`config.mk`:
```
export PLATFORM = sky130hd
export DESIGN_NAME = ctl_i2c_regfile
export DESIGN_NICKNAME = d
export VERILOG_FILES = /design/src/rtl/ctl_i2c_pkg.sv /design/src/rtl/i2c_line_sync.sv /design/src/rtl/i2c_byte_rx.sv /design/src/rtl/i2c_wr_ctrl.sv /design/src/rtl/cfg_regbank.sv /design/src/rtl/ctl_i2c_regfile.sv
export SDC_FILE = /design/constraint.sdc
export NUM_CORES = 1
export LEC_CHECK = 0
export ABC_CLOCK_PERIOD_IN_PS = 5400
export BUFFER_PORTS_ARGS = -buffer_cell sky130_fd_sc_hd__buf_2
export CORE_ASPECT_RATIO = 2
export CORE_MARGIN = 5
export CORE_UTILIZATION = 23
export CTS_CLUSTER_DIAMETER = 100
export DETAILED_ROUTE_END_ITERATION = 12
export SLEW_MARGIN = 20
export SYNTH_ARGS = -nofsm -noshare
export SYNTH_HDL_FRONTEND = slang
export SYNTH_SLANG_ARGS = --single-unit
```
`constraint.sdc`:
```
create_clock -name clk_i -period 5.4 [get_ports clk_i]
set_input_delay 0.81 -clock clk_i [delete_from_list [all_inputs] [get_ports clk_i]]
set_output_delay 0.81 -clock clk_i [all_outputs]
set_load 0.02 [all_outputs]
```
`src/rtl/ctl_i2c_pkg.sv`:
```
package ctl_i2c_pkg;
  localparam int unsigned IDX_W  = 4;
  localparam int unsigned BYTE_W = 8;

  typedef enum logic [2:0] {
    ST_IDLE,
    ST_ADDR,
    ST_SUB,
    ST_DATA,
    ST_SKIP
  } rx_state_e;

  function automatic logic [BYTE_W-1:0] reg_default(int unsigned idx);
    case (idx)
      0, 1:          return 8'h3F;
      2:             return 8'h00;
      3:             return 8'h07;
      4:             return 8'h77;
      5, 6, 7, 8:    return 8'h78;
      9:             return 8'h03;
      default:       return 8'h00;
    endcase
  endfunction
endpackage

```
`src/rtl/i2c_line_sync.sv`:
```
module i2c_line_sync #(
  parameter int unsigned STAGES = 2
) (
  input  logic clk_i,
  input  logic rst_ni,
  input  logic scl_i,
  input  logic sda_i,
  output logic sda_o,
  output logic scl_rise_o,
  output logic scl_fall_o,
  output logic start_o,
  output logic stop_o
);
  localparam int unsigned MSB = STAGES - 1;

  logic [MSB:0] scl_sr, sda_sr;
  logic         scl_q, sda_q;
  logic         scl_s;

  always_ff @(posedge clk_i or negedge rst_ni) begin
    if (!rst_ni) begin
      scl_sr <= '1;
      sda_sr <= '1;
      scl_q  <= 1'b1;
      sda_q  <= 1'b1;
    end else begin
      scl_sr <= {scl_sr[MSB-1:0], scl_i};
      sda_sr <= {sda_sr[MSB-1:0], sda_i};
      scl_q  <= scl_sr[MSB];
      sda_q  <= sda_sr[MSB];
    end
  end

  assign scl_s      = scl_sr[MSB];
  assign sda_o      = sda_sr[MSB];
  assign scl_rise_o = scl_s & ~scl_q;
  assign scl_fall_o = ~scl_s & scl_q;
  assign start_o    = scl_s & scl_q & sda_q & ~sda_o;
  assign stop_o     = scl_s & scl_q & ~sda_q & sda_o;
endmodule

```
`src/rtl/i2c_byte_rx.sv`:
```
module i2c_byte_rx
  import ctl_i2c_pkg::*;
(
  input  logic              clk_i,
  input  logic              rst_ni,
  input  logic              sda_i,
  input  logic              scl_rise_i,
  input  logic              scl_fall_i,
  input  logic              start_i,
  input  logic              stop_i,
  input  logic              ack_req_i,
  output logic [BYTE_W-1:0] byte_o,
  output logic              byte_vld_o,
  output logic              sda_pd_o
);
  localparam logic [3:0] CNT_LAST = 4'(BYTE_W - 1);
  localparam logic [3:0] CNT_ACK  = 4'(BYTE_W);
  localparam logic [3:0] CNT_HOLD = 4'(BYTE_W + 1);

  logic [3:0]        cnt_q;
  logic [BYTE_W-1:0] sh_q;
  logic              ack_q;

  always_ff @(posedge clk_i or negedge rst_ni) begin
    if (!rst_ni) begin
      cnt_q      <= '0;
      sh_q       <= '0;
      ack_q      <= 1'b0;
      byte_vld_o <= 1'b0;
      sda_pd_o   <= 1'b0;
    end else begin
      byte_vld_o <= 1'b0;
      if (byte_vld_o) ack_q <= ack_req_i;
      if (start_i || stop_i) begin
        cnt_q    <= '0;
        sda_pd_o <= 1'b0;
      end else if (scl_rise_i && cnt_q < CNT_ACK) begin
        sh_q  <= {sh_q[BYTE_W-2:0], sda_i};
        cnt_q <= cnt_q + 4'd1;
        if (cnt_q == CNT_LAST) byte_vld_o <= 1'b1;
      end else if (scl_fall_i && cnt_q == CNT_ACK) begin
        sda_pd_o <= ack_q;
        cnt_q    <= CNT_HOLD;
      end else if (scl_fall_i && cnt_q == CNT_HOLD) begin
        sda_pd_o <= 1'b0;
        cnt_q    <= '0;
      end
    end
  end

  assign byte_o = sh_q;
endmodule

```
`src/rtl/i2c_wr_ctrl.sv`:
```
module i2c_wr_ctrl
  import ctl_i2c_pkg::*;
#(
  parameter int unsigned     NREG      = 10,
  parameter logic [7:0]      ADDR_BASE = 8'h80,
  parameter logic [7:0]      ADDR_ALT  = 8'h82
) (
  input  logic              clk_i,
  input  logic              rst_ni,
  input  logic              start_i,
  input  logic              stop_i,
  input  logic              byte_vld_i,
  input  logic [BYTE_W-1:0] byte_i,
  input  logic              addr_sel_i,
  output logic              ack_req_o,
  output logic              wr_en_o,
  output logic [IDX_W-1:0]  wr_idx_o,
  output logic [BYTE_W-1:0] wr_data_o
);
  localparam logic [IDX_W-1:0] IDX_TOP = IDX_W'(NREG - 1);

  rx_state_e        state_q;
  logic [IDX_W-1:0] idx_q;
  logic             inc_q;
  logic [7:0]       dev_addr;

  assign dev_addr = addr_sel_i ? ADDR_ALT : ADDR_BASE;

  always_comb begin
    case (state_q)
      ST_ADDR:        ack_req_o = (byte_i == dev_addr);
      ST_SUB, ST_DATA: ack_req_o = 1'b1;
      default:        ack_req_o = 1'b0;
    endcase
  end

  assign wr_en_o   = byte_vld_i && (state_q == ST_DATA) && (idx_q <= IDX_TOP);
  assign wr_idx_o  = idx_q;
  assign wr_data_o = byte_i;

  always_ff @(posedge clk_i or negedge rst_ni) begin
    if (!rst_ni) begin
      state_q <= ST_IDLE;
      idx_q   <= '0;
      inc_q   <= 1'b0;
    end else if (start_i) begin
      state_q <= ST_ADDR;
    end else if (stop_i) begin
      state_q <= ST_IDLE;
    end else if (byte_vld_i) begin
      case (state_q)
        ST_ADDR: state_q <= (byte_i == dev_addr) ? ST_SUB : ST_SKIP;
        ST_SUB: begin
          idx_q   <= byte_i[IDX_W-1:0];
          inc_q   <= byte_i[BYTE_W-1];
          state_q <= ST_DATA;
        end
        ST_DATA: if (inc_q) idx_q <= idx_q + 1'b1;
        default: ;
      endcase
    end
  end
endmodule

```
`src/rtl/cfg_regbank.sv`:
```
module cfg_regbank
  import ctl_i2c_pkg::*;
#(
  parameter int unsigned NREG = 10
) (
  input  logic                   clk_i,
  input  logic                   rst_ni,
  input  logic                   wr_en_i,
  input  logic [IDX_W-1:0]       wr_idx_i,
  input  logic [BYTE_W-1:0]      wr_data_i,
  output logic [NREG*BYTE_W-1:0] regs_o
);
  for (genvar g = 0; g < NREG; g++) begin : g_reg
    localparam logic [BYTE_W-1:0] RST_VAL = reg_default(g);
    localparam logic [IDX_W-1:0]  MY_IDX  = IDX_W'(g);
    logic [BYTE_W-1:0] q;
    always_ff @(posedge clk_i or negedge rst_ni) begin
      if (!rst_ni)                            q <= RST_VAL;
      else if (wr_en_i && wr_idx_i == MY_IDX) q <= wr_data_i;
    end
    assign regs_o[g*BYTE_W +: BYTE_W] = q;
  end
endmodule

```
`src/rtl/ctl_i2c_regfile.sv`:
```
module ctl_i2c_regfile
  import ctl_i2c_pkg::*;
#(
  parameter int unsigned NREG      = 10,
  parameter int unsigned SYNC      = 2,
  parameter logic [7:0]  ADDR_BASE = 8'h80,
  parameter logic [7:0]  ADDR_ALT  = 8'h82
) (
  input  logic                   clk_i,
  input  logic                   rst_ni,
  input  logic                   scl_i,
  input  logic                   sda_i,
  input  logic                   addr_sel_i,
  output logic                   sda_pd_o,
  output logic [NREG*BYTE_W-1:0] regs_o
);
  logic              sda_s, scl_rise, scl_fall, start_det, stop_det;
  logic              ack_req, byte_vld, wr_en;
  logic [BYTE_W-1:0] rx_byte, wr_data;
  logic [IDX_W-1:0]  wr_idx;

  i2c_line_sync #(.STAGES(SYNC)) u_sync (
    .clk_i, .rst_ni, .scl_i, .sda_i,
    .sda_o(sda_s), .scl_rise_o(scl_rise), .scl_fall_o(scl_fall),
    .start_o(start_det), .stop_o(stop_det)
  );

  i2c_byte_rx u_rx (
    .clk_i, .rst_ni, .sda_i(sda_s),
    .scl_rise_i(scl_rise), .scl_fall_i(scl_fall),
    .start_i(start_det), .stop_i(stop_det), .ack_req_i(ack_req),
    .byte_o(rx_byte), .byte_vld_o(byte_vld), .sda_pd_o(sda_pd_o)
  );

  i2c_wr_ctrl #(.NREG(NREG), .ADDR_BASE(ADDR_BASE), .ADDR_ALT(ADDR_ALT)) u_ctrl (
    .clk_i, .rst_ni, .start_i(start_det), .stop_i(stop_det),
    .byte_vld_i(byte_vld), .byte_i(rx_byte), .addr_sel_i,
    .ack_req_o(ack_req), .wr_en_o(wr_en), .wr_idx_o(wr_idx), .wr_data_o(wr_data)
  );

  cfg_regbank #(.NREG(NREG)) u_bank (
    .clk_i, .rst_ni, .wr_en_i(wr_en), .wr_idx_i(wr_idx),
    .wr_data_i(wr_data), .regs_o
  );
endmodule

```
==> run metrics <==
Root Buffer clkbuf_16; Syn Inst Count 330; Period Utilization, post-route 42.01%; Pleak 2.929 nW; CP Cell Sequence nand3b_2 > and4bb_1 > nand2_8 > mux2_4; final worst path period need 2.268 ns; commonest cells after routing, fill and taps aside buf_2, dfrtp_1, mux2_4; routed vias/inst between 4 and 5; final WL 12370 µm; Starting Density 23.13%; total of max-cap violations 0; Critical Path AT 2.51 ns; Syn Area/Cell 14.60 µm²; initial antenna violation count 0; async set or reset register ratio after synthesis 100.0%; critical-path maximum fanout 11; number of synthesized flops with an enable pin 0; Synth Warn # 0; GR Util All Layers 10.64%; Post-CTS Resized 0; GR peak layer met2; vias in the first global route 3090; gp weighted congestion 0.7961; fin nets ~420; ANT cells 0; FP Rows between 70 and 80; net count after synthesis 342; Worst Setup Start Kind register; CP peak stage delay 0.88 ns; Area Growth Syn to Fin 21.35%; Yosys reg bits 109; I/O pin count 86; Worst-Margin Slew 0.7945 ns; worst clock skew 0.007690 ns; R2R depth 4; Die W 112.3 µm; FILL cells between 2000 and 2500; WHS 0.3553 ns; CTS tree done; Max VDD drop ~0.16 mV; setup bufs post-CTS 0; first-pass GRT wire length 19290 µm; most common cell after layout, fill and taps aside buf_2; main area contributors after synthesis dfrtp_1, dfstp_2, mux2_4; total gr overflow 0; initial DRC count 177; RSZ-0062 raised after global routing false; Sum Neg Setup Slack 0 ns; met3 GRT Util 2.505%; Distinct cells, synth between 40 and 50; status complete, no violations; I/O Buffers 85; WL per Instance 18.06 µm; Clock Tree Buf Depth 2; clk slew on worst S/H paths 0.08 ns; CP endpoint kind register; final count of pins violating max slew 0; DPL Wire Length 8787 µm; total core area 0.02083 mm²; hold buffers post-CTS 0; Clock Sinks 109; Synth Cell Area between 0.004 and 0.005 mm²; largest area contributor in the netlist dfrtp_1; DRT antenna net count 0; clock latency on the worst-skew pair about 0.36 ns; M1 GR Usage between 10% and 20%; crit path kind register to register; met2 Track Usage GR 18.38%; area of the multi-input gates between 0.0015 and 0.002 mm²; slowest CP cell and4bb_1; worst endpoint required time ~5.6 ns; largest net degree at the start of global routing 78; main flop type after synthesis dfrtp_1; final setup vio count 0; Sequential Area 0.002784 mm²; DRC viols 0; Fmax roughly 440 MHz; top-area cell type share of the netlist area 33.24%; share of cells above drive strength 1 57.69%; drt pass-1 iters 4; Seq/Total Area, Yosys 57.78%; HP Class primary input to async pin; die height 214.7 µm; Vias roughly 2900; htree depth 3; final hold violation count 0; Die ar. 0.02412 mm²; pwr/cell area 327.5 mW/mm²; Slew headroom 47.03%; CTS buffer count 9
[cell families after synthesis]
kind of cell	Yosys count	share of synthesized area [%]
AOI/OAI and AO/OA	21	2.779
xor gates and xnor gates	2	0.3636
adders and majority gates	7	1.818
buffers and inverters	26	2.908
DFF	109	57.78
muxes	82	23.50
and+or+nand+nor	83	10.85
[sequential cells by signal, indices dropped and copies added, names as in the netlist, 2 cells and up]
| signal | cells |
|---|---|
| u_sync.scl_sr | 2 |
| u_ctrl.wr_idx_o | 4 |
| u_sync.sda_sr | 2 |
| u_ctrl.state_q | 3 |
| u_rx.byte_o | 8 |
| u_rx.cnt_q | 4 |
| u_bank.g.q | 80 |
[cell type report]
cell class | count | area share [%]
Clock buffer | 10 | 4.087
Sequential cell | 109 | 47.61
Clock inverter | 6 | 1.584
Multi-Input combinational cell | 195 | 32.40
Inverter | 8 | 0.5136
Tap cell | 269 | 5.756
Timing Repair Buffer | 88 | 8.046
[routing by layer]
metal,vias to the layer above,part of all wire [%]
li1,1306,-
met1,1503,38
met2,67,54
met3,31,3.2
met4,0,4.8
met5,-,0
[worst max-delay path: cells and delay by family, from the launching register on]
| kind | cells | cell delay, ns |
|---|---|---|
| simple gates | 3 | 1.40 |
| flops | 1 | 0.41 |
| mux | 1 | 0.34 |
[where the power goes]
group | total (mW) | switching (mW) | internal [mW]
Clock | 0.736 | 0.312 | 0.423
Sequential | 1.05 | 0.187 | 0.860
Combinational | 0.132 | 0.0737 | 0.0588
[cell usage after synthesis (2+ instances only)]
cell type,count
dfrtp_1,64
mux2_4,56
dfstp_2,45
nand2_1,38
mux2_2,25
clkbuf_1,11
nand3_1,9
inv_1,8
o21ai_0,8
ha_1,7
buf_6,5
nand2_8,4
nor2_1,4
o211ai_1,4
and2_1,3
or3_1,3
a21oi_1,2
and3_1,2
nor2b_1,2
nor3_1,2
o31ai_1,2
xor2_1,2
[worst paths after layout]
check	to	slack (ns)	startpoint
max in group asynchronous	u_bank.g_reg[8].q[3]	3.98	rst_ni
min in group clk_i	u_sync.sda_sr[1]	0.36	u_sync.sda_sr[0]
max	u_bank.g_reg[6].q[0]	3.13	u_ctrl.state_q[2]
min reg2reg	u_sync.sda_sr[1]	0.36	u_sync.sda_sr[0]
min	u_bank.g_reg[5].q[0]	0.36	rst_ni
max reg2reg	u_bank.g_reg[6].q[0]	3.13	u_ctrl.state_q[2]
[through the flow]
step	setup WS [ns]	cells	instance area [µm²]	power, mW	util, %
after floorplan	3.672	330	4818	1.056	-
final	3.132	685	5847	1.915	28.07
after detailed placement	3.141	668	5488	1.198	26.34
after global placement	3.165	668	5488	1.185	26.34
after global routing	3.021	685	5847	2.000	28.07
after CTS	3.113	684	5819	1.949	27.93
Note: power is estimated with default switching activity, not from simulation.
